## config.mk

```make
export PLATFORM = sky130hd
export DESIGN_NAME = i2c_cmd_seq
export DESIGN_NICKNAME = d
export VERILOG_FILES = /design/src/rtl/i2c_seq_pkg.sv /design/src/rtl/i2c_seq_decode.sv /design/src/rtl/i2c_seq_ctrl.sv /design/src/rtl/i2c_seq_status.sv /design/src/rtl/i2c_cmd_seq.sv
export SDC_FILE = /design/constraint.sdc
export NUM_CORES = 1
export LEC_CHECK = 0
export BUFFER_PORTS_ARGS = -buffer_cell sky130_fd_sc_hd__buf_2
export CORE_UTILIZATION = 40
export CTS_BUF_LIST = sky130_fd_sc_hd__clkbuf_16
export DETAILED_ROUTE_END_ITERATION = 8
export GPL_ROUTABILITY_DRIVEN = 0
export HOLD_SLACK_MARGIN = 0.1
export PLACE_DENSITY_LB_ADDON = 0.1
export SETUP_SLACK_MARGIN = 0.5
export SYNTH_ARGS = -nofsm -noshare
export SYNTH_HDL_FRONTEND = slang
export SYNTH_SLANG_ARGS = --single-unit
```

## constraint.sdc

```tcl
create_clock -name clk -period 3.4 [get_ports clk]
set_clock_uncertainty 0.1 [all_clocks]
set_input_delay 0.34 -clock clk [delete_from_list [all_inputs] [get_ports clk]]
set_output_delay 0.34 -clock clk [all_outputs]
set_load 0.02 [all_outputs]
```

## src/rtl/i2c_seq_pkg.sv

```systemverilog
// Shared types for the I2C master command sequencer.
// Assumes: command word bit positions below are fixed by software.
package i2c_seq_pkg;

    typedef enum logic [1:0] {
        MODE_IDLE = 2'd0,
        MODE_TX   = 2'd1,
        MODE_RX   = 2'd2
    } seq_mode_e;

    typedef enum logic [2:0] {
        OP_NONE   = 3'd0,
        OP_START  = 3'd1,
        OP_RSTART = 3'd2,
        OP_ADDR   = 3'd3,
        OP_TX     = 3'd4,
        OP_RX     = 3'd5,
        OP_STOP   = 3'd6,
        OP_HSCODE = 3'd7
    } bus_op_e;

    localparam int CB_RUN   = 0;
    localparam int CB_START = 1;
    localparam int CB_STOP  = 2;
    localparam int CB_ACK   = 3;
    localparam int CB_HS    = 4;
    localparam int CB_QUICK = 5;
    localparam int CB_BURST = 6;
    localparam int CMD_W    = 7;

    typedef struct packed {
        logic      accept;
        logic      illegal;
        logic      hs;
        logic      start;
        logic      rstart;
        logic      data;
        logic      burst;
        logic      rx;
        logic      ack_last;
        logic      stop;
        seq_mode_e next_mode;
    } seq_plan_t;

endpackage

```

## src/rtl/i2c_seq_decode.sv

```systemverilog
// Command table: turns mode, direction bit and command word into a plan.
// Assumes: purely combinational; the caller gates the plan with busy.
module i2c_seq_decode
    import i2c_seq_pkg::*;
(
    input  seq_mode_e          mode_i,
    input  logic               rs_i,
    input  logic [CMD_W-1:0]   cmd_i,
    output seq_plan_t          plan_o
);

    logic b, q, h, a, p, s, r;
    logic start_path, quick_path, hs_path, cont_path, cont_rx;

    // Split the command word and classify it into one table group.
    always_comb begin
        b = cmd_i[CB_BURST];
        q = cmd_i[CB_QUICK];
        h = cmd_i[CB_HS];
        a = cmd_i[CB_ACK];
        p = cmd_i[CB_STOP];
        s = cmd_i[CB_START];
        r = cmd_i[CB_RUN];
        start_path = s && !q && !h && (b ? !r : r);
        quick_path = q && s && r && p && !b && !h && !a && (mode_i == MODE_IDLE);
        hs_path    = h && !q && !a && !p && !rs_i && (mode_i == MODE_IDLE)
                     && ((s && r && !b) || (!s && !r && b));
        cont_path  = !s && !q && !h && (mode_i != MODE_IDLE);
        cont_rx    = (mode_i == MODE_RX);
    end

    // Build the operation plan for the selected group.
    always_comb begin
        plan_o = '0;
        plan_o.next_mode = mode_i;
        if (start_path) begin
            if (rs_i && a && p) begin
                plan_o.illegal = 1'b1;
            end else begin
                plan_o.accept    = 1'b1;
                plan_o.start     = 1'b1;
                plan_o.rstart    = (mode_i != MODE_IDLE);
                plan_o.data      = 1'b1;
                plan_o.burst     = b;
                plan_o.rx        = rs_i;
                plan_o.ack_last  = rs_i && a;
                plan_o.stop      = p;
                plan_o.next_mode = p ? MODE_IDLE : (rs_i ? MODE_RX : MODE_TX);
            end
        end else if (quick_path) begin
            plan_o.accept    = 1'b1;
            plan_o.start     = 1'b1;
            plan_o.stop      = 1'b1;
            plan_o.next_mode = MODE_IDLE;
        end else if (hs_path) begin
            plan_o.accept    = 1'b1;
            plan_o.hs        = 1'b1;
            plan_o.start     = 1'b1;
            plan_o.rstart    = 1'b1;
            plan_o.data      = 1'b1;
            plan_o.burst     = b;
            plan_o.next_mode = MODE_TX;
        end else if (cont_path) begin
            if (b != r) begin
                if (cont_rx && a && p) begin
                    plan_o.illegal = 1'b1;
                end else begin
                    plan_o.accept    = 1'b1;
                    plan_o.data      = 1'b1;
                    plan_o.burst     = b;
                    plan_o.rx        = cont_rx;
                    plan_o.ack_last  = cont_rx && a;
                    plan_o.stop      = p;
                    plan_o.next_mode = p ? MODE_IDLE : mode_i;
                end
            end else if (!b && !r && p) begin
                plan_o.accept    = 1'b1;
                plan_o.stop      = 1'b1;
                plan_o.next_mode = MODE_IDLE;
            end
        end
    end

endmodule

```

## src/rtl/i2c_seq_ctrl.sv

```systemverilog
// Sequencer: plays the planned operations to the bus engine one by one,
// handles refusal and arbitration aborts, and owns the mode register.
// Assumes: the engine asserts done only while a request is pending.
module i2c_seq_ctrl
    import i2c_seq_pkg::*;
#(
    parameter int LEN_W = 8
)(
    input  logic             clk,
    input  logic             rst_n,
    input  logic             accept_i,
    input  logic             hs_i,
    input  logic             start_i,
    input  logic             rstart_i,
    input  logic             data_i,
    input  logic             burst_i,
    input  logic             rx_i,
    input  logic             ack_last_i,
    input  logic             stop_i,
    input  seq_mode_e        next_mode_i,
    input  logic [LEN_W-1:0] burst_len_i,
    input  logic             eng_done_i,
    input  logic             eng_nack_i,
    input  logic             eng_arb_i,
    output logic             busy_o,
    output seq_mode_e        mode_o,
    output logic             eng_req_o,
    output bus_op_e          eng_op_o,
    output logic             eng_rx_ack_o,
    output logic             eng_hs_o,
    output logic             end_o,
    output logic             adr_nack_o,
    output logic             dat_nack_o,
    output logic             arb_o
);

    typedef enum logic [2:0] {
        ST_IDLE, ST_HS, ST_START, ST_ADDR, ST_DATA, ST_STOP
    } seq_state_e;

    localparam logic [LEN_W-1:0] ONE = LEN_W'(1);

    seq_state_e       st;
    seq_mode_e        next_q;
    logic [LEN_W-1:0] cnt;
    logic             rstart_q, data_q, rx_q, ack_last_q, stop_q, hs_q;
    logic             last_byte, step;

    assign last_byte = (cnt == ONE);
    assign step      = eng_req_o && eng_done_i;

    // Decode the current state into the engine request.
    always_comb begin
        eng_req_o    = (st != ST_IDLE);
        eng_rx_ack_o = 1'b0;
        case (st)
            ST_HS:    eng_op_o = OP_HSCODE;
            ST_START: eng_op_o = rstart_q ? OP_RSTART : OP_START;
            ST_ADDR:  eng_op_o = OP_ADDR;
            ST_DATA: begin
                eng_op_o     = rx_q ? OP_RX : OP_TX;
                eng_rx_ack_o = rx_q && (last_byte ? ack_last_q : 1'b1);
            end
            ST_STOP:  eng_op_o = OP_STOP;
            default:  eng_op_o = OP_NONE;
        endcase
    end

    // Report abort causes and the end of a sequence in the finishing cycle.
    always_comb begin
        arb_o      = step && eng_arb_i;
        adr_nack_o = step && !eng_arb_i && (st == ST_ADDR) && eng_nack_i;
        dat_nack_o = step && !eng_arb_i && (st == ST_DATA) && !rx_q && eng_nack_i;
        end_o      = step && (eng_arb_i
                     || (st == ST_STOP)
                     || ((st == ST_ADDR) && !eng_nack_i && !data_q && !stop_q)
                     || ((st == ST_DATA) && last_byte && !dat_nack_o && !stop_q));
    end

    assign busy_o   = (st != ST_IDLE);
    assign eng_hs_o = hs_q;

    // Step the sequence state, byte counter and mode.
    always_ff @(posedge clk) begin
        if (!rst_n) begin
            st         <= ST_IDLE;
            mode_o     <= MODE_IDLE;
            next_q     <= MODE_IDLE;
            cnt        <= '0;
            rstart_q   <= 1'b0;
            data_q     <= 1'b0;
            rx_q       <= 1'b0;
            ack_last_q <= 1'b0;
            stop_q     <= 1'b0;
            hs_q       <= 1'b0;
        end else if (st == ST_IDLE) begin
            if (accept_i) begin
                rstart_q   <= rstart_i;
                data_q     <= data_i;
                rx_q       <= rx_i;
                ack_last_q <= ack_last_i;
                stop_q     <= stop_i;
                next_q     <= next_mode_i;
                cnt        <= (burst_i && (burst_len_i != '0)) ? burst_len_i : ONE;
                if (hs_i) hs_q <= 1'b1;
                st <= hs_i ? ST_HS : start_i ? ST_START : data_i ? ST_DATA : ST_STOP;
            end
        end else if (eng_done_i) begin
            if (eng_arb_i) begin
                st     <= ST_IDLE;
                mode_o <= MODE_IDLE;
                hs_q   <= 1'b0;
            end else begin
                case (st)
                    ST_HS:    st <= ST_START;
                    ST_START: st <= ST_ADDR;
                    ST_ADDR: begin
                        if (eng_nack_i) begin
                            st     <= ST_STOP;
                            next_q <= MODE_IDLE;
                        end else if (data_q) begin
                            st <= ST_DATA;
                        end else if (stop_q) begin
                            st <= ST_STOP;
                        end else begin
                            st     <= ST_IDLE;
                            mode_o <= next_q;
                        end
                    end
                    ST_DATA: begin
                        if (dat_nack_o) begin
                            st     <= ST_STOP;
                            next_q <= MODE_IDLE;
                        end else if (last_byte) begin
                            if (stop_q) begin
                                st <= ST_STOP;
                            end else begin
                                st     <= ST_IDLE;
                                mode_o <= next_q;
                            end
                        end else begin
                            cnt <= cnt - ONE;
                        end
                    end
                    ST_STOP: begin
                        st     <= ST_IDLE;
                        mode_o <= next_q;
                        hs_q   <= 1'b0;
                    end
                    default: st <= ST_IDLE;
                endcase
            end
        end
    end

    // an operation stays presented until the engine completes it.
    p_req_hold_r2: assert property (@(posedge clk) disable iff (!rst_n)
        (eng_req_o && !eng_done_i) |=> (eng_req_o && $stable(eng_op_o)));

    // a completed stop always leaves the block idle in Idle mode.
    p_stop_ends_r11: assert property (@(posedge clk) disable iff (!rst_n)
        (step && (eng_op_o == OP_STOP)) |=> (!busy_o && (mode_o == MODE_IDLE)));

    // lost arbitration ends the sequence with no further request.
    p_arb_nostop_r12: assert property (@(posedge clk) disable iff (!rst_n)
        (step && eng_arb_i) |=> (!eng_req_o && (mode_o == MODE_IDLE)));

endmodule

```

## src/rtl/i2c_seq_status.sv

```systemverilog
// Status word: sticky error flags, read-to-clear refusal flags, live bits.
// Assumes: accept and abort events never fall in the same cycle.
module i2c_seq_status (
    input  logic       clk,
    input  logic       rst_n,
    input  logic       accept_i,
    input  logic       rd_i,
    input  logic       adr_nack_i,
    input  logic       dat_nack_i,
    input  logic       arb_i,
    input  logic       busy_i,
    input  logic       mode_idle_i,
    input  logic       bus_busy_i,
    input  logic       clk_to_i,
    output logic [7:0] status_o
);

    logic err_q, arb_q, adr_q, dat_q;

    // Update the flags; a new event wins over a clear in the same cycle.
    always_ff @(posedge clk) begin
        if (!rst_n) begin
            err_q <= 1'b0;
            arb_q <= 1'b0;
            adr_q <= 1'b0;
            dat_q <= 1'b0;
        end else begin
            if (accept_i) begin
                err_q <= 1'b0;
                arb_q <= 1'b0;
            end
            if (rd_i) begin
                adr_q <= 1'b0;
                dat_q <= 1'b0;
            end
            if (adr_nack_i) begin
                adr_q <= 1'b1;
                err_q <= 1'b1;
            end
            if (dat_nack_i) begin
                dat_q <= 1'b1;
                err_q <= 1'b1;
            end
            if (arb_i) begin
                arb_q <= 1'b1;
                err_q <= 1'b1;
            end
        end
    end

    // Assemble the status word.
    assign status_o = {clk_to_i, bus_busy_i, (!busy_i && mode_idle_i),
                       arb_q, dat_q, adr_q, err_q, busy_i};

    // a read with no new refusal leaves both refusal flags clear.
    p_read_clears_r13: assert property (@(posedge clk) disable iff (!rst_n)
        (rd_i && !adr_nack_i && !dat_nack_i) |=> (status_o[3:2] == 2'b00));

endmodule

```

## src/rtl/i2c_cmd_seq.sv

```systemverilog
// Top of the I2C master command sequencer: table decode, sequencer and
// status word, plus the registered illegal and interrupt pulses.
// Assumes: cmd_wr_i and stat_rd_i are single-cycle strobes.
module i2c_cmd_seq
    import i2c_seq_pkg::*;
#(
    parameter int LEN_W = 8
)(
    input  logic             clk,
    input  logic             rst_n,
    input  logic             cmd_wr_i,
    input  logic [6:0]       cmd_bits_i,
    input  logic             addr_rd_i,
    input  logic [LEN_W-1:0] burst_len_i,
    input  logic             stat_rd_i,
    input  logic             bus_busy_i,
    input  logic             clk_to_i,
    output logic [7:0]       status_o,
    output logic [1:0]       mode_o,
    output logic             irq_o,
    output logic             illegal_o,
    output logic             eng_req_o,
    output logic [2:0]       eng_op_o,
    output logic             eng_rx_ack_o,
    output logic             eng_hs_o,
    input  logic             eng_done_i,
    input  logic             eng_nack_i,
    input  logic             eng_arb_i
);

    seq_plan_t plan;
    seq_mode_e mode;
    bus_op_e   op;
    logic      busy, accept, ev_end, ev_adr, ev_dat, ev_arb;

    i2c_seq_decode u_decode (
        .mode_i (mode),
        .rs_i   (addr_rd_i),
        .cmd_i  (cmd_bits_i),
        .plan_o (plan)
    );

    assign accept = cmd_wr_i && !busy && plan.accept;

    i2c_seq_ctrl #(.LEN_W(LEN_W)) u_ctrl (
        .clk          (clk),
        .rst_n        (rst_n),
        .accept_i     (accept),
        .hs_i         (plan.hs),
        .start_i      (plan.start),
        .rstart_i     (plan.rstart),
        .data_i       (plan.data),
        .burst_i      (plan.burst),
        .rx_i         (plan.rx),
        .ack_last_i   (plan.ack_last),
        .stop_i       (plan.stop),
        .next_mode_i  (plan.next_mode),
        .burst_len_i  (burst_len_i),
        .eng_done_i   (eng_done_i),
        .eng_nack_i   (eng_nack_i),
        .eng_arb_i    (eng_arb_i),
        .busy_o       (busy),
        .mode_o       (mode),
        .eng_req_o    (eng_req_o),
        .eng_op_o     (op),
        .eng_rx_ack_o (eng_rx_ack_o),
        .eng_hs_o     (eng_hs_o),
        .end_o        (ev_end),
        .adr_nack_o   (ev_adr),
        .dat_nack_o   (ev_dat),
        .arb_o        (ev_arb)
    );

    i2c_seq_status u_status (
        .clk         (clk),
        .rst_n       (rst_n),
        .accept_i    (accept),
        .rd_i        (stat_rd_i),
        .adr_nack_i  (ev_adr),
        .dat_nack_i  (ev_dat),
        .arb_i       (ev_arb),
        .busy_i      (busy),
        .mode_idle_i (mode == MODE_IDLE),
        .bus_busy_i  (bus_busy_i),
        .clk_to_i    (clk_to_i),
        .status_o    (status_o)
    );

    assign mode_o   = mode;
    assign eng_op_o = op;

    // Register the illegal-command and end-of-sequence pulses.
    always_ff @(posedge clk) begin
        if (!rst_n) begin
            illegal_o <= 1'b0;
            irq_o     <= 1'b0;
        end else begin
            illegal_o <= cmd_wr_i && !busy && plan.illegal;
            irq_o     <= ev_end;
        end
    end

    // a write that lands while busy raises no illegal pulse.
    p_busy_ignore_r14: assert property (@(posedge clk) disable iff (!rst_n)
        (busy && cmd_wr_i) |=> !illegal_o);

    // the sequence end and the interrupt pulse coincide.
    p_irq_at_end_r14: assert property (@(posedge clk) disable iff (!rst_n)
        $fell(busy) |-> irq_o);

    // an illegal command starts no bus activity.
    p_illegal_quiet_r8: assert property (@(posedge clk) disable iff (!rst_n)
        illegal_o |-> (!busy && !eng_req_o));

endmodule

```

==> results of run 1 <==
-- logic make-up after synthesis --
logic type | after synthesis | synth area share
and+or+nand+nor | 113 | 0.307
AOI/OAI and AO/OA | 84 | 0.264
buffers and inverters | 36 | 0.0945
DFF | 27 | 0.260
muxes | 9 | 0.0439
xor gates and xnor gates | 3 | 0.0126
adders and majority gates | 3 | 0.0181
-- flip-flops by register name, indices dropped and copies added, names as in the netlist --
name               cells
illegal_o              1
irq_o                  1
u_ctrl.ack_last_q      1
u_ctrl.cnt             8
u_ctrl.data_q          1
u_ctrl.eng_hs_o        1
u_ctrl.mode_o          2
u_ctrl.next_q          2
u_ctrl.rstart_q        1
u_ctrl.rx_q            1
u_ctrl.st              3
u_ctrl.stop_q          1
u_status.adr_q         1
u_status.arb_q         1
u_status.dat_q         1
u_status.err_q         1
-- power groups by stage --
| stage | Sequential, mW | Clock, mW | Combinational (mW) |
|---|---|---|---|
| 4_1_cts | 0.364 | 0.277 | 0.378 |
| 6_report | 0.364 | 0.275 | 0.376 |
| 2_1_floorplan | 0.352 | 0 | 0.314 |
| 5_1_grt | 0.369 | 0.293 | 0.427 |
| 3_3_place_gp | 0.372 | 0 | 0.379 |
| 3_5_place_dp | 0.372 | 0 | 0.378 |
-- cells in the final DEF, fill, tap and decap left out, drive strengths merged, types with 2 or more instances in the layout --
cell type,count
and3,9
a311oi,5
a21oi,27
a221oi,4
or3b,4
ha,3
nor3,13
buf,41
nor2b,7
o31ai,4
nor4,3
a211o,2
nand2b,4
a31o,2
a21o,5
xnor2,2
or3,6
o22ai,2
or4b,2
or2,2
o21ai,19
mux2i,8
dfxtp,27
nor4b,2
a32oi,3
nor4bb,2
inv,14
nand3,4
a211oi,3
a31oi,3
clkbuf,3
nor2,23
nand3b,2
or4,3
nand2,24
-- metal layers --
metal	vias to the layer above	GRT usage
met3	8	0.0285
li1	1051	-
met1	966	0.283
met4	0	0.0769
met5	-	0
met2	58	0.358
-- worst max-delay path: cells and delay by family --
kind	cells	cell delay [ns]
buffers and inverters	2	0.17
adders and majority gates	1	0.35
AOI/OAI and AO/OA	3	0.81
and+or+nand+nor	2	1.03
-- stage by stage --
stage / worst slack [ns] / total power, mW / util / area, um2
6_report: 0.751 / 1.02 / 0.476 / 2310
5_1_grt: 0.604 / 1.09 / 0.476 / 2310
4_1_cts: 0.756 / 1.02 / 0.476 / 2310
3_5_place_dp: 0.486 / 0.749 / 0.460 / 2230
3_3_place_gp: 0.512 / 0.752 / 0.460 / 2230
2_1_floorplan: 0.878 / 0.666 / - / 2080
-- area by class of cell --
type	instances	share of cell area
Multi-Input combinational cell	212	0.582
Sequential cell	27	0.234
Timing Repair Buffer	41	0.0922
Tap cell	67	0.0363
Clock buffer	3	0.0325
Inverter	13	0.0211
Clock inverter	1	0.00163
-- final timing paths --
check,startpoint,endpoint,slack [ns],depth (start not counted)
worst max register to register,u_ctrl.cnt[3]$_SDFFE_PN0P_,u_ctrl.mode_o[0]$_SDFFE_PN0P_,0.89,6
worst min register to register,u_ctrl.rx_q$_SDFFE_PN0P_,u_ctrl.rx_q$_SDFFE_PN0P_,0.37,2
worst max-delay path,cmd_bits_i[6],u_ctrl.cnt[0]$_SDFFE_PN0P_,0.75,8
worst min-delay path,stat_rd_i,u_status.adr_q$_SDFFE_PN0P_,0.30,4
==> results by stage, run 1 <==
Clocking:
- The tree is rooted in a clkbuf_16.
- The count of cells resized by post-cts repair is 0.
- The count of H-tree levels built during CTS is 1.
- Clock tree synthesis inserted a total of 3 buffers.
- The clock transition at the registers of the reported paths is 0.07 ns.
- At the later pin of the worst-skew pair, clock insertion delay measures 0.26 ns.
- Buffers inserted to repair hold after CTS numbered 0.
- TritonCTS built the clock tree.
- In this run the deepest clock path goes through 2 buffers.
- In this run the post-CTS setup repair buffer count came out at 0.
- CTS saw 27 sinks.

Global route:
- Entering global routing, the biggest net connects 22 pins.
- The overall track demand over capacity in global routing is 0.214.
- The number of antenna violations at the first check in global routing is 0.
- The total grt overflow is 0.
- The first-pass GRT wire length is between 9 and 10 mm.
- The via count of the first global-routing pass came to 1,890.

Floorplan:
- The die area is 5490 um2.
- The core region is 4850 um2.
- The die is 74.1 um tall.
- Row generation in the floorplan step produced 25 rows.
- In this run the horizontal extent of the chip is 74.1 um.
- The initial core utilization is 0.429.
- The number of top-level pins is 43.

Cells and area:
- At the end of the flow, the number of nets in the layout was around 330.
- From synthesis to final layout, the design area changed by 11.0%.
- The sequential cell area is 541 um2.
- The multi-input logic area is 1340 um2.
- The filler cell count is 489.
- The number of diodes is 0.
- The non-filler instance count after layout is 364.
- The share of cells above drive strength 1 is 0.195.

Status:
- The flow ran to the end, and the final reports show no timing, DRC or antenna violations.

Synthesis:
- The Yosys step of the flow raised 0 warnings.
- The post-synth net total is just over 300.
- The share of the Yosys chip area taken by registers is 0.260.
- By area the synthesized netlist is led by dfxtp_1 (26%), a21oi_1 (6.0%), o21ai_0 (4.6%), nand2_1 (4.2%), nor2_1 (4.2%).
- The commonest register cell after synthesis is dfxtp_1.
- Of the post-synthesis cell area, the dominant cell type holds 0.260.
- The commonest cells after synthesis are dfxtp_1 (27), a21oi_1 (25), nand2_1 (23), nor2_1 (23), o21ai_0 (19).
- The post-synth design cell area is 2080 um2.
- After synthesis, the share of flip-flops with an asynchronous set or reset is 0.
- The average size of a mapped cell is 7.56 um2.
- In the synthesized netlist, the number of instances is 275.
- In this run, synthesis inferred 0 flip-flops with an integrated enable.
- The number of unique standard cell types used by synthesis is 60.
- The register bit total from synthesis is 27.
- The cell with the most instances after synthesis is dfxtp_1.
- The biggest area consumer among synthesized cells is dfxtp_1.

Detailed routing:
- The wire length on met2 is about 2.6 mm.
- Wires add up to between 5 and 6 mm.
- After detailed routing, the number of remaining DRC violations is 0.
- Summed over all nets, wire length on met3 after detailed routing comes to 211 um.
- The number of antenna-violating nets in the routed design is 0.
- Using the TritonRoute via totals, the vias-per-cell ratio works out to 5.72.
- The highest metal layer with signal wires is met4.
- After detailed routing, the wire length on met1 is between 2 and 3 mm.
- The average detailed-routed wire length per instance is 15.0 um.
- The count of vias placed by the detailed router is 2,083.
- The number of detailed-route iterations in the first pass is 4.
- In this run, the number of DRC markers left after iteration 0 of detailed routing was 167.

Power and ir drop:
- The switching power is 378 uW.
- The cell-internal power is about 640 uW.
- Of the total power, the clock network draws 0.271.
- For this design the ratio of total power to cell area is 440 nW/um2.
- The leakage power is 0.980 nW.
- Of the total power, registers draw 0.359.
- Across the VDD grid, the largest voltage drop is 0.282 mV.
- The combinational share of power is 0.371.
- Of the total power, the share spent switching nets is 0.372.

Placement:
- Counting tap cells, the placed design contains a total of 360 instances.
- The count of port buffers added during placement is 38.
- The half-perimeter wire length after detailed placement is 4.08 mm.

Critical path:
- By startpoint and endpoint, the worst setup path is classified as in -> reg.
- The highest-delay cell along the critical path is or4_1.
- The worst setup path is launched from an input pin.
- On the worst path, the slowest cell contributes a delay of 0.56 ns.
- The signal arrival time at the worst endpoint is 2.71 ns.
- The signal on the critical path passes through buf_2 -> inv_1 -> ha_1 -> or3b_2 -> or4_1 -> a31oi_2 -> a311oi_1 -> a31o_1.
- The largest fanout on the critical path is 8.
- The sort of element at the end of the critical path is a flop.
- STA puts the critical path data required time at 3.46 ns.

Timing:
- Setup total negative slack on the finished layout was measured at 0 ns.
- The worst pin sits at a relative slew slack of 0.455.
- The part of the cycle the worst path needs is 0.779.
- For the pin with the worst max-slew slack, the measured transition is 0.811 ns.
- Subtracting the final worst setup slack from the clock period gives 2.65 ns.
- The count of final hold-check violations was 0.
- The fmax is 377 MHz.
- The number of pins exceeding their max-slew limit in the final report is 0.
- Setup repair after global routing left no endpoint under its margin.
- Setup violations remaining at the end of the flow were counted as 0.
- Hold is met by 0.300 ns.

Worst hold path:
- The worst min-delay path category is in -> reg.

Flow run:
- The number of violations of the max-capacitance limit is 0.
Power figures use the tool's default switching activity.
==> run 2, diff against run 1 <==
--- a/config.mk
+++ b/config.mk
@@ -5,6 +5,7 @@
 export SDC_FILE = /design/constraint.sdc
 export NUM_CORES = 1
 export LEC_CHECK = 0
+export ABC_AREA = 1
 export BUFFER_PORTS_ARGS = -buffer_cell sky130_fd_sc_hd__buf_2
 export CORE_UTILIZATION = 40
 export CTS_BUF_LIST = sky130_fd_sc_hd__clkbuf_16
==> constraint.sdc (replaced) <==
create_clock -name clk -period 2.3 [get_ports clk]
set_clock_uncertainty 0.1 [all_clocks]
set_input_delay 0.23 -clock clk [delete_from_list [all_inputs] [get_ports clk]]
set_output_delay 0.23 -clock clk [all_outputs]
set_load 0.02 [all_outputs]
==> run 2 against run 1 <==
Effect of this change: via count increased by 14%; global-route usage decreased by 0.86 points; worst hold slack got worse by 0.17 ns; synthesized area increased by 2.6%; first-iteration DRC count increased by 19%; critical endpoint is now u_ctrl.rstart_q$_SDFFE_PN0P_; highest routed layer unchanged.
==> results by stage, run 2 <==
Critical path:
- The critical path startpoint is u_ctrl.mode_o[0]$_SDFFE_PN0P_ (was cmd_bits_i[6]).
- The start of the worst register-to-register path is u_ctrl.mode_o[0]$_SDFFE_PN0P_ (was u_ctrl.cnt[3]$_SDFFE_PN0P_).
- The classification of the worst setup path is reg -> reg (was in -> reg).
- The largest fanout on the critical path is 7 (was 8).
- The setup slack of the worst register-to-register path is 0.56 ns (was 0.89 ns).
- The critical register-to-register path endpoint is u_ctrl.rstart_q$_SDFFE_PN0P_ (was u_ctrl.mode_o[0]$_SDFFE_PN0P_).
- The kind of start point of the critical path is a flop (was input pin).
- The sort of element at the end of the critical path was a flop (unchanged).
- The capturing element of the worst setup path was u_ctrl.rstart_q$_SDFFE_PN0P_ (was u_ctrl.cnt[0]$_SDFFE_PN0P_).
- The cell depth of the worst flop-to-flop path was 9 (was 6).
- The signal arrival time at the worst endpoint came to 1.79 ns (was 2.71 ns).
- The data required time of the critical path came to 2.35 ns (was 3.46 ns).

Synthesis:
- The synthesis warning total was 0 (unchanged).
- The sequential cell area fraction in the yosys report is 0.253 (was 0.260).
- The post-synth design cell area is 2130 um2 (was 2080 um2).
- The biggest area consumer among synthesized cells is dfxtp_1 (unchanged).
- The number of synthesized flops with an enable pin is 0 (unchanged).
- The average size of a mapped cell is 6.15 um2 (was 7.56 um2).
- Most common library cells after synthesis: nand2_1 (68), nor2_1 (58), inv_1 (41) (was dfxtp_1 (27), a21oi_1 (25), nand2_1 (23), nor2_1 (23), o21ai_0 (19)).
- The register bit total from synthesis was 27 (unchanged).
- The cell with the most instances after synthesis is nand2_1 (was dfxtp_1).
- Top post-synthesis cells by area: dfxtp_1 (25%), nand2_1 (12%), nor2_1 (10%), nand3_1 (8.9%), inv_1 (7.2%) (was dfxtp_1 (26%), a21oi_1 (6.0%), o21ai_0 (4.6%), nand2_1 (4.2%), nor2_1 (4.2%)).
- The number of unique standard cell types used by synthesis is 36 (was 60).
- The commonest register cell after synthesis is dfxtp_1 (unchanged).
- The share of synthesized registers carrying an async set or reset is 0 (unchanged).
- The post-synth net total is 375 (was 303).
- The number of instances in the synthesized netlist is 347 (was 275).
- The top cell type's share of synthesized area is 0.253 (was 0.260).

Floorplan:
- The number of top-level pins came to 43 (unchanged).
- The floorplan core area was 5110 um2 (was 4850 um2).
- The die area is 5630 um2 (was 5490 um2).
- The die span in y is 75.1 um (was 74.1 um).
- The horizontal extent of the die was 75.1 um (was 74.1 um).
- The site row count is 26 (was 25).
- The initial core utilization came to 0.418 (was 0.429).

Clocking:
- The total number of clock tree sinks is 27 (unchanged).
- The clock tree from TritonCTS was yes (unchanged).
- The count of H-tree levels built during CTS is 1 (unchanged).
- The clock transition at the registers of the reported paths is 0.07 ns (about the same).
- The clock root buffer is clkbuf_16 (unchanged).
- The hold buffer count at cts is 0 (unchanged).
- The clock insertion delay at the later pin of the skew report was 0.26 ns (about the same).
- The number of clock buffers inserted by TritonCTS is 3 (unchanged).
- The buffer depth of the longest clock path is 2 (unchanged).

Cells and area:
- Largest registers: u_ctrl.cnt x8, u_ctrl.st x3 (unchanged).
- The area added between synthesis and finish is 28.5% (was 11.0%).
- The commonest non-fill, non-tap cell in the layout is nand2_1 (was buf_2).
- The number of diodes is 0 (unchanged).
- The filler cell count is 521 (was 489).
- The share of cells above drive strength 1 was 0.294 (was 0.195).
- Most frequent cells in the layout: nand2_1 (65), nor2_1 (55), inv_1 (37), buf_2 (37), nand3_1 (35) (was buf_2 (38), dfxtp_1 (27), a21oi_1 (25)).
- The final standard cell area without fillers is 2740 um2 (was 2310 um2).
- The sequential cell area was 556 um2 (was 541 um2).
- The register containing the most flip-flops in the final layout is u_ctrl.cnt (unchanged).
- The final layout net count is 423 (was 326).
- The number of flip-flops in the largest register is 8 (unchanged).
- The multi-input logic area is 1490 um2 (was 1340 um2).

Global route:
- The global routing usage on met3 is 0.0388 (was 0.0285).
- The overall track demand over capacity in global routing was 0.206 (was 0.214).
- The met2 layer usage reported by global route is 0.349 (was 0.358).
- The peak-usage layer in the global routing report was met2 (unchanged).
- The number of antenna violations at the first check in global routing was 0 (unchanged).
- The global-route track usage on met1 was 0.272 (was 0.283).
- The maximum number of pins on one net before global-route repair is 19 (was 22).
- The via count of the first global-routing pass came to 2,008 (was 1,890).
- The first-pass GRT wire length was 8.89 mm (was 9.03 mm).
- The total grt overflow is 0 (unchanged).

Detailed routing:
- The initial detailed-routing violation count is 198 (was 167).
- The total wire length was 6.02 mm (was 5.47 mm).
- The average detailed-routed wire length per instance is 13.0 um (was 15.0 um).
- The total DRC errors in the routed layout is 0 (unchanged).
- The average vias per placed instance came to 5.11 (was 5.72).
- The number of detailed-route iterations in the first pass is 5 (was 4).
- The number of antenna-violating nets in the routed design is 0 (unchanged).
- The count of vias placed by the detailed router is 2,371 (was 2,083).

Timing:
- Static timing analysis puts the maximum clock frequency at 574 MHz.
- The headroom to the max-slew limit was 0.668 (was 0.455).
- Dividing the final minimum period by the clock period gives 0.758.
- The count of final hold-check violations came to 0 (unchanged).
- The final setup violation count is 0 (unchanged).
- The number of pins exceeding their max-slew limit in the final report was 0 (unchanged).
- The final-layout setup total negative slack is 0 ns (unchanged).
- Unrepaired setup endpoints after global routing: no (unchanged).
- The measured slew at the worst slew-check pin is 0.495 ns (was 0.811 ns).
- Counting I/O delays and the setup requirement, the final critical path takes between 1.5 and 2 ns.

Placement:
- The count of port buffers added during placement was 38 (unchanged).
- The half-perimeter wire length after detailed placement is 4.22 mm (was 4.08 mm).
- The area after detailed placement is 2310 um2 (was 2230 um2).

Worst hold path:
- The worst min-delay path category was in -> reg (unchanged).

Power and ir drop:
- The power density relative to cell area came to 1170 nW/um2 (was 440 nW/um2).
- The highest ir drop seen on vdd is 0.539 mV (was 0.282 mV).
- The leakage power was 1.29 nW (was 0.980 nW).

Flow run:
- The number of violations of the max-capacitance limit is 0 (unchanged).

Status:
- Result of the run: finished, final reports clean (unchanged).
## run 2: cell types whose count changed in the layout (fill, tap and decap cells not counted), sizes merged, moves of 10 or more
cell | previous run | this run
nand2 | 24 | 77
nor2 | 23 | 65
nand3 | 4 | 45
inv | 14 | 46
buf | 41 | 55
nor3 | 13 | 3
## run 2: area by class of cell
type | instances | area share
multi-input combinational | 260 | 0.542
tap | 70 | 0.0319
timing repair buffer | 55 | 0.124
inverter | 48 | 0.0702
sequential | 27 | 0.202
clock buffer | 3 | 0.0274
clock inverter | 1 | 0.00182
## run 2: critical path, cell delays in order (launching register included)
cell and delay, ns:
dfxtp_4 0.37, nor2_4 0.11, nand2_1 0.07, nor2_1 0.13, nand2_2 0.15, nand3_4 0.15, nand3_4 0.15, buf_4 0.19
o21ai_0 0.15, a21oi_1 0.06
## run 2: cells by family (layout without fill, tap and decap cells)
family                     Yosys count  count (layout)  share of synthesized area
adders and majority gates            3               3                     0.0176
DFF                                 27              27                      0.253
xor gates and xnor gates             3               3                     0.0123
and+or+nand+nor                    198             200                      0.436
buffers and inverters               63             107                      0.135
AOI/OAI and AO/OA                   53              54                      0.146
## run 2: worst min-delay path by stage
stage	slack, ns	to	startpoint	cells after the start
after floorplan	0.30	illegal_o$_SDFF_PN0_	cmd_wr_i	2
after global placement	0.35	u_status.adr_q$_SDFFE_PN0P_	u_status.adr_q$_SDFFE_PN0P_	2
after detailed placement	0.36	u_ctrl.ack_last_q$_SDFFE_PN0P_	u_ctrl.ack_last_q$_SDFFE_PN0P_	2
after CTS	0.13	u_status.dat_q$_SDFFE_PN0P_	stat_rd_i	4
after global routing	0.15	illegal_o$_SDFF_PN0_	cmd_wr_i	3
final	0.13	u_status.dat_q$_SDFFE_PN0P_	stat_rd_i	4
## run 2: timing repair
item,4_1_cts,5_1_grt
endpoints found under the setup margin,15,23
setup buffers,3,13
pin swaps,1,14
resized for setup,11,39
gates cloned,1,2
## run 2: power by group
group,switching [mW],leakage [nW],internal (mW)
clock network,0.168,0.0409,0.235
registers,0.116,0.223,0.576
logic,1.32,1.03,0.799
## run 2: stage by stage
stage / setup slack [ns] / hold WS, ns / std cells / power, mW / utilization
6_report: 0.557 / 0.132 / 464 / 3.22 / 0.537
5_1_grt: 0.466 / 0.154 / 464 / 3.48 / 0.537
4_1_cts: 0.504 / 0.135 / 449 / 2.89 / 0.483
3_5_place_dp: 0.248 / 0.356 / 441 / 2.38 / 0.453
3_3_place_gp: 0.315 / 0.349 / 441 / 2.40 / 0.453
2_1_floorplan: 0.582 / 0.304 / 347 / 2.06 / -
## run 2: layer usage
metal / vias to the layer above / share of wire
met5: - / 0
met4: 0 / 0.016
met1: 1063 / 0.45
li1: 1222 / -
met3: 10 / 0.054
met2: 76 / 0.48
==> run 3, diff against run 2 <==
--- a/config.mk
+++ b/config.mk
@@ -5,7 +5,7 @@
 export SDC_FILE = /design/constraint.sdc
 export NUM_CORES = 1
 export LEC_CHECK = 0
-export ABC_AREA = 1
+export ABC_AREA = 0
 export BUFFER_PORTS_ARGS = -buffer_cell sky130_fd_sc_hd__buf_2
 export CORE_UTILIZATION = 40
 export CTS_BUF_LIST = sky130_fd_sc_hd__clkbuf_16
==> constraint.sdc (replaced) <==
create_clock -name clk -period 1.4 [get_ports clk]
set_clock_uncertainty 0.1 [all_clocks]
set_input_delay 0.14 -clock clk [delete_from_list [all_inputs] [get_ports clk]]
set_output_delay 0.14 -clock clk [all_outputs]
set_load 0.02 [all_outputs]
==> run 3 against run 2 <==
Effect of this change: the flow now finishes with violations (negative setup slack); first-iteration DRC count down 36%; non-clock buffer count up 94; combinational power decreased by 9%; critical path depth decreased by 2; flip-flop and latch count did not move; critical path type unchanged.
==> results by stage, run 3 (synthesis results as in run 1) <==
Floorplan:
- The floorplan core area was 4850 um2 (was 5110 um2).
- The initial core utilization is 0.429 (was 0.418).
- The number of top-level pins was 43 (unchanged).
- The die span in y is 74.1 um (was 75.1 um).
- The die area is 5490 um2 (was 5630 um2).
- The site row count is 25 (was 26).
- The horizontal extent of the die is 74.1 um (was 75.1 um).

Detailed routing:
- The total DRC errors in the routed layout is 0 (unchanged).
- The total wire length is 7.40 mm (was 6.02 mm).
- The number of detailed-route iterations in the first pass came to 4 (was 5).
- The initial detailed-routing violation count is 126 (was 198).
- The number of antenna-violating nets in the routed design came to 0 (unchanged).
- The average vias per placed instance is 5.41 (was 5.11).
- The count of vias placed by the detailed router was 2,555 (was 2,371).
- The average detailed-routed wire length per instance came to 15.7 um (was 13.0 um).

Timing:
- The post-layout worst setup margin was -0.912 ns (was 0.557 ns).
- Unrepaired setup endpoints after global routing: yes (was no).
- The final setup violation count is 33 (was 0).
- The count of final hold-check violations is 0 (unchanged).
- The fmax is 432 MHz (was 574 MHz).
- The measured slew at the worst slew-check pin is 0.513 ns (was 0.495 ns).
- The headroom to the max-slew limit is 0.658 (was 0.668).
- The number of pins exceeding their max-slew limit in the final report was 0 (unchanged).
- The clock period minus worst slack was 2.31 ns (was 1.74 ns).
- The part of the cycle the worst path needs is 1.65 (was 0.758).

Power and ir drop:
- The power density relative to cell area is 912 nW/um2 (was 1170 nW/um2).
- The highest ir drop seen on vdd is 0.706 mV (was 0.539 mV).
- The overall power consumption is 3.40 mW (was 3.22 mW).
- The leakage power is 1.67 nW (was 1.29 nW).

Global route:
- The first-pass GRT wire length came to 11.8 mm (was 8.89 mm).
- The maximum number of pins on one net before global-route repair is 19 (unchanged).
- The total grt overflow is 0 (unchanged).
- The via count of the first global-routing pass came to 2,510 (was 2,008).
- The number of antenna violations at the first check in global routing is 0 (unchanged).
- The overall track demand over capacity in global routing is 0.282 (was 0.206).

Clocking:
- The clock tree from TritonCTS is yes (unchanged).
- The total number of clock tree sinks was 27 (unchanged).
- The number of clock buffers inserted by TritonCTS came to 3 (unchanged).
- The buffer depth of the longest clock path is 2 (unchanged).
- The clock root buffer is clkbuf_16 (unchanged).
- The clock insertion delay at the later pin of the skew report is 0.26 ns (about the same).
- The clock transition at the registers of the reported paths is 0.07 ns (about the same).
- The count of H-tree levels built during CTS is 1 (unchanged).

Cells and area:
- The final standard cell area without fillers is 3730 um2 (was 2740 um2).
- The non-filler instance count after layout was 472 (was 464).
- The commonest non-fill, non-tap cell in the layout was buf_4 (was nand2_1).
- The area added between synthesis and finish is 79.5% (was 28.5%).
- The number of diodes is 0 (unchanged).
- The share of cells above drive strength 1 is 0.568 (was 0.294).
- Most frequent cells in the layout: buf_4 (84), buf_6 (34), buf_2 (23) (was nand2_1 (65), nor2_1 (55), inv_1 (37), buf_2 (37), nand3_1 (35)).
- The multi-input logic area is 1680 um2 (was 1490 um2).
- The register containing the most flip-flops in the final layout is u_ctrl.cnt (unchanged).
- The sequential cell area is 566 um2 (was 556 um2).
- The final layout net count was 434 (was 423).
- The filler cell count came to 363 (was 521).
- The number of flip-flops in the largest register is 8 (unchanged).
- The share of the core filled with cells in the final layout was 0.770 (was 0.537).
- Largest registers: u_ctrl.cnt x8, u_ctrl.st x3 (unchanged).

Critical path:
- The highest-delay cell along the critical path is or4_4 (was dfxtp_4).
- The family with the most delay on the worst path is simple AND/OR/NAND/NOR gates (unchanged).
- Crit path cell chain: or4_4 -> nor4b_4 -> buf_4 -> nand2_2 -> a211o_1 -> or3b_1 -> a21oi_2 (was nor2_4 -> nand2_1 -> nor2_1 -> nand2_2 -> nand3_4 -> nand3_4 -> buf_4 -> o21ai_0 -> a21oi_1).
- The largest fanout on the critical path is 3 (was 7).
- The critical path startpoint is u_ctrl.cnt[6]$_SDFFE_PN0P_ (was u_ctrl.mode_o[0]$_SDFFE_PN0P_).
- The signal arrival time at the worst endpoint was 2.40 ns (was 1.79 ns).
- The kind of start point of the critical path is a flop (unchanged).
- The sort of element at the end of the critical path is a flop (unchanged).
- The start of the worst register-to-register path is u_ctrl.cnt[6]$_SDFFE_PN0P_ (was u_ctrl.mode_o[0]$_SDFFE_PN0P_).
- The data required time of the critical path is 1.49 ns (was 2.35 ns).
- The buffering stage count on the worst path with inverters included was 1 (unchanged).
- The delay of the slowest critical-path stage is 0.57 ns (was 0.37 ns).
- The classification of the worst setup path is reg -> reg (unchanged).

Worst hold path:
- The startpoint of the most critical hold path was stat_rd_i (unchanged).
- The worst min-delay path category is in -> reg (unchanged).

Placement:
- The count of port buffers added during placement was 38 (unchanged).
- The placed instance count is 449 (was 441).
- The area after detailed placement is 3130 um2 (was 2310 um2).
- The half-perimeter wire length after detailed placement was 5.20 mm (was 4.22 mm).

Status:
- Result of the run: complete, but fails checks (was finished, final reports clean).
- The final reports fail on negative setup slack.

Flow run:
- The number of violations of the max-capacitance limit is 0 (unchanged).
## run 3: cell types whose count changed in the layout (fill, tap and decap cells not counted), moves of 8 or more
cell,delta
dfxtp_1,-8
and3_1,+8
nor2_1,-37
buf_2,-14
a21oi_1,-10
nand2_1,-44
dfxtp_2,+8
buf_4,+69
mux2i_1,+8
nand3_1,-32
inv_1,-27
buf_6,+32
## run 3: worst paths after layout
| check | cells past startpoint | slack [ns] | end |
|---|---|---|---|
| max | 7 | -0.91 | u_ctrl.mode_o[1]$_SDFFE_PN0P_ |
| min | 4 | 0.09 | u_status.adr_q$_SDFFE_PN0P_ |
| max reg2reg | 7 | -0.91 | u_ctrl.mode_o[1]$_SDFFE_PN0P_ |
| min reg2reg | 2 | 0.41 | u_status.arb_q$_SDFFE_PN0P_ |
## run 3: cell type report
| class | instances | share of cell area |
|---|---|---|
| Multi-Input combinational cell | 212 | 0.450 |
| Timing Repair Buffer | 149 | 0.339 |
| Sequential cell | 27 | 0.152 |
| Tap cell | 67 | 0.0225 |
| Clock buffer | 3 | 0.0201 |
| Inverter | 13 | 0.0161 |
| Clock inverter | 1 | 0.00101 |
## run 3: tightest hold or removal path, stage by stage
cell     delay, ns
buf_2         0.09
nor2b_1       0.05
a21oi_2       0.09
nor2_1        0.05
## run 3: where the power goes
group	total, mW	internal [mW]	switching (mW)
clock network	0.639	0.382	0.257
registers	0.843	0.811	0.0321
logic	1.92	1.00	0.920
## run 3: per-layer routing
metal | GRT usage | vias up | part of all wire
li1 | - | 1270 | -
met1 | 0.348 | 1218 | 0.45
met2 | 0.513 | 59 | 0.50
met3 | 0.0434 | 8 | 0.039
met4 | 0.0641 | 0 | 0.0097
met5 | 0 | - | 0
## run 3: what timing repair did
item                                    in CTS  in global routing
pin swaps                                   13                 14
gates resized for setup                     87                 14
hold endpoints to repair                     2                  0
setup buffers                               13                  6
endpoints found under the setup margin      43                 43
## run 3: metrics by stage
step	TNS, ns	hold WS (ns)	setup slack [ns]
after CTS	-18.34	0.0766	-0.905
after detailed placement	-22.07	0.180	-1.01
after floorplan	-15.62	0.171	-0.774
after global placement	-21.70	0.180	-0.974
final	-19.02	0.0909	-0.912
after global routing	-21.22	0.113	-0.974
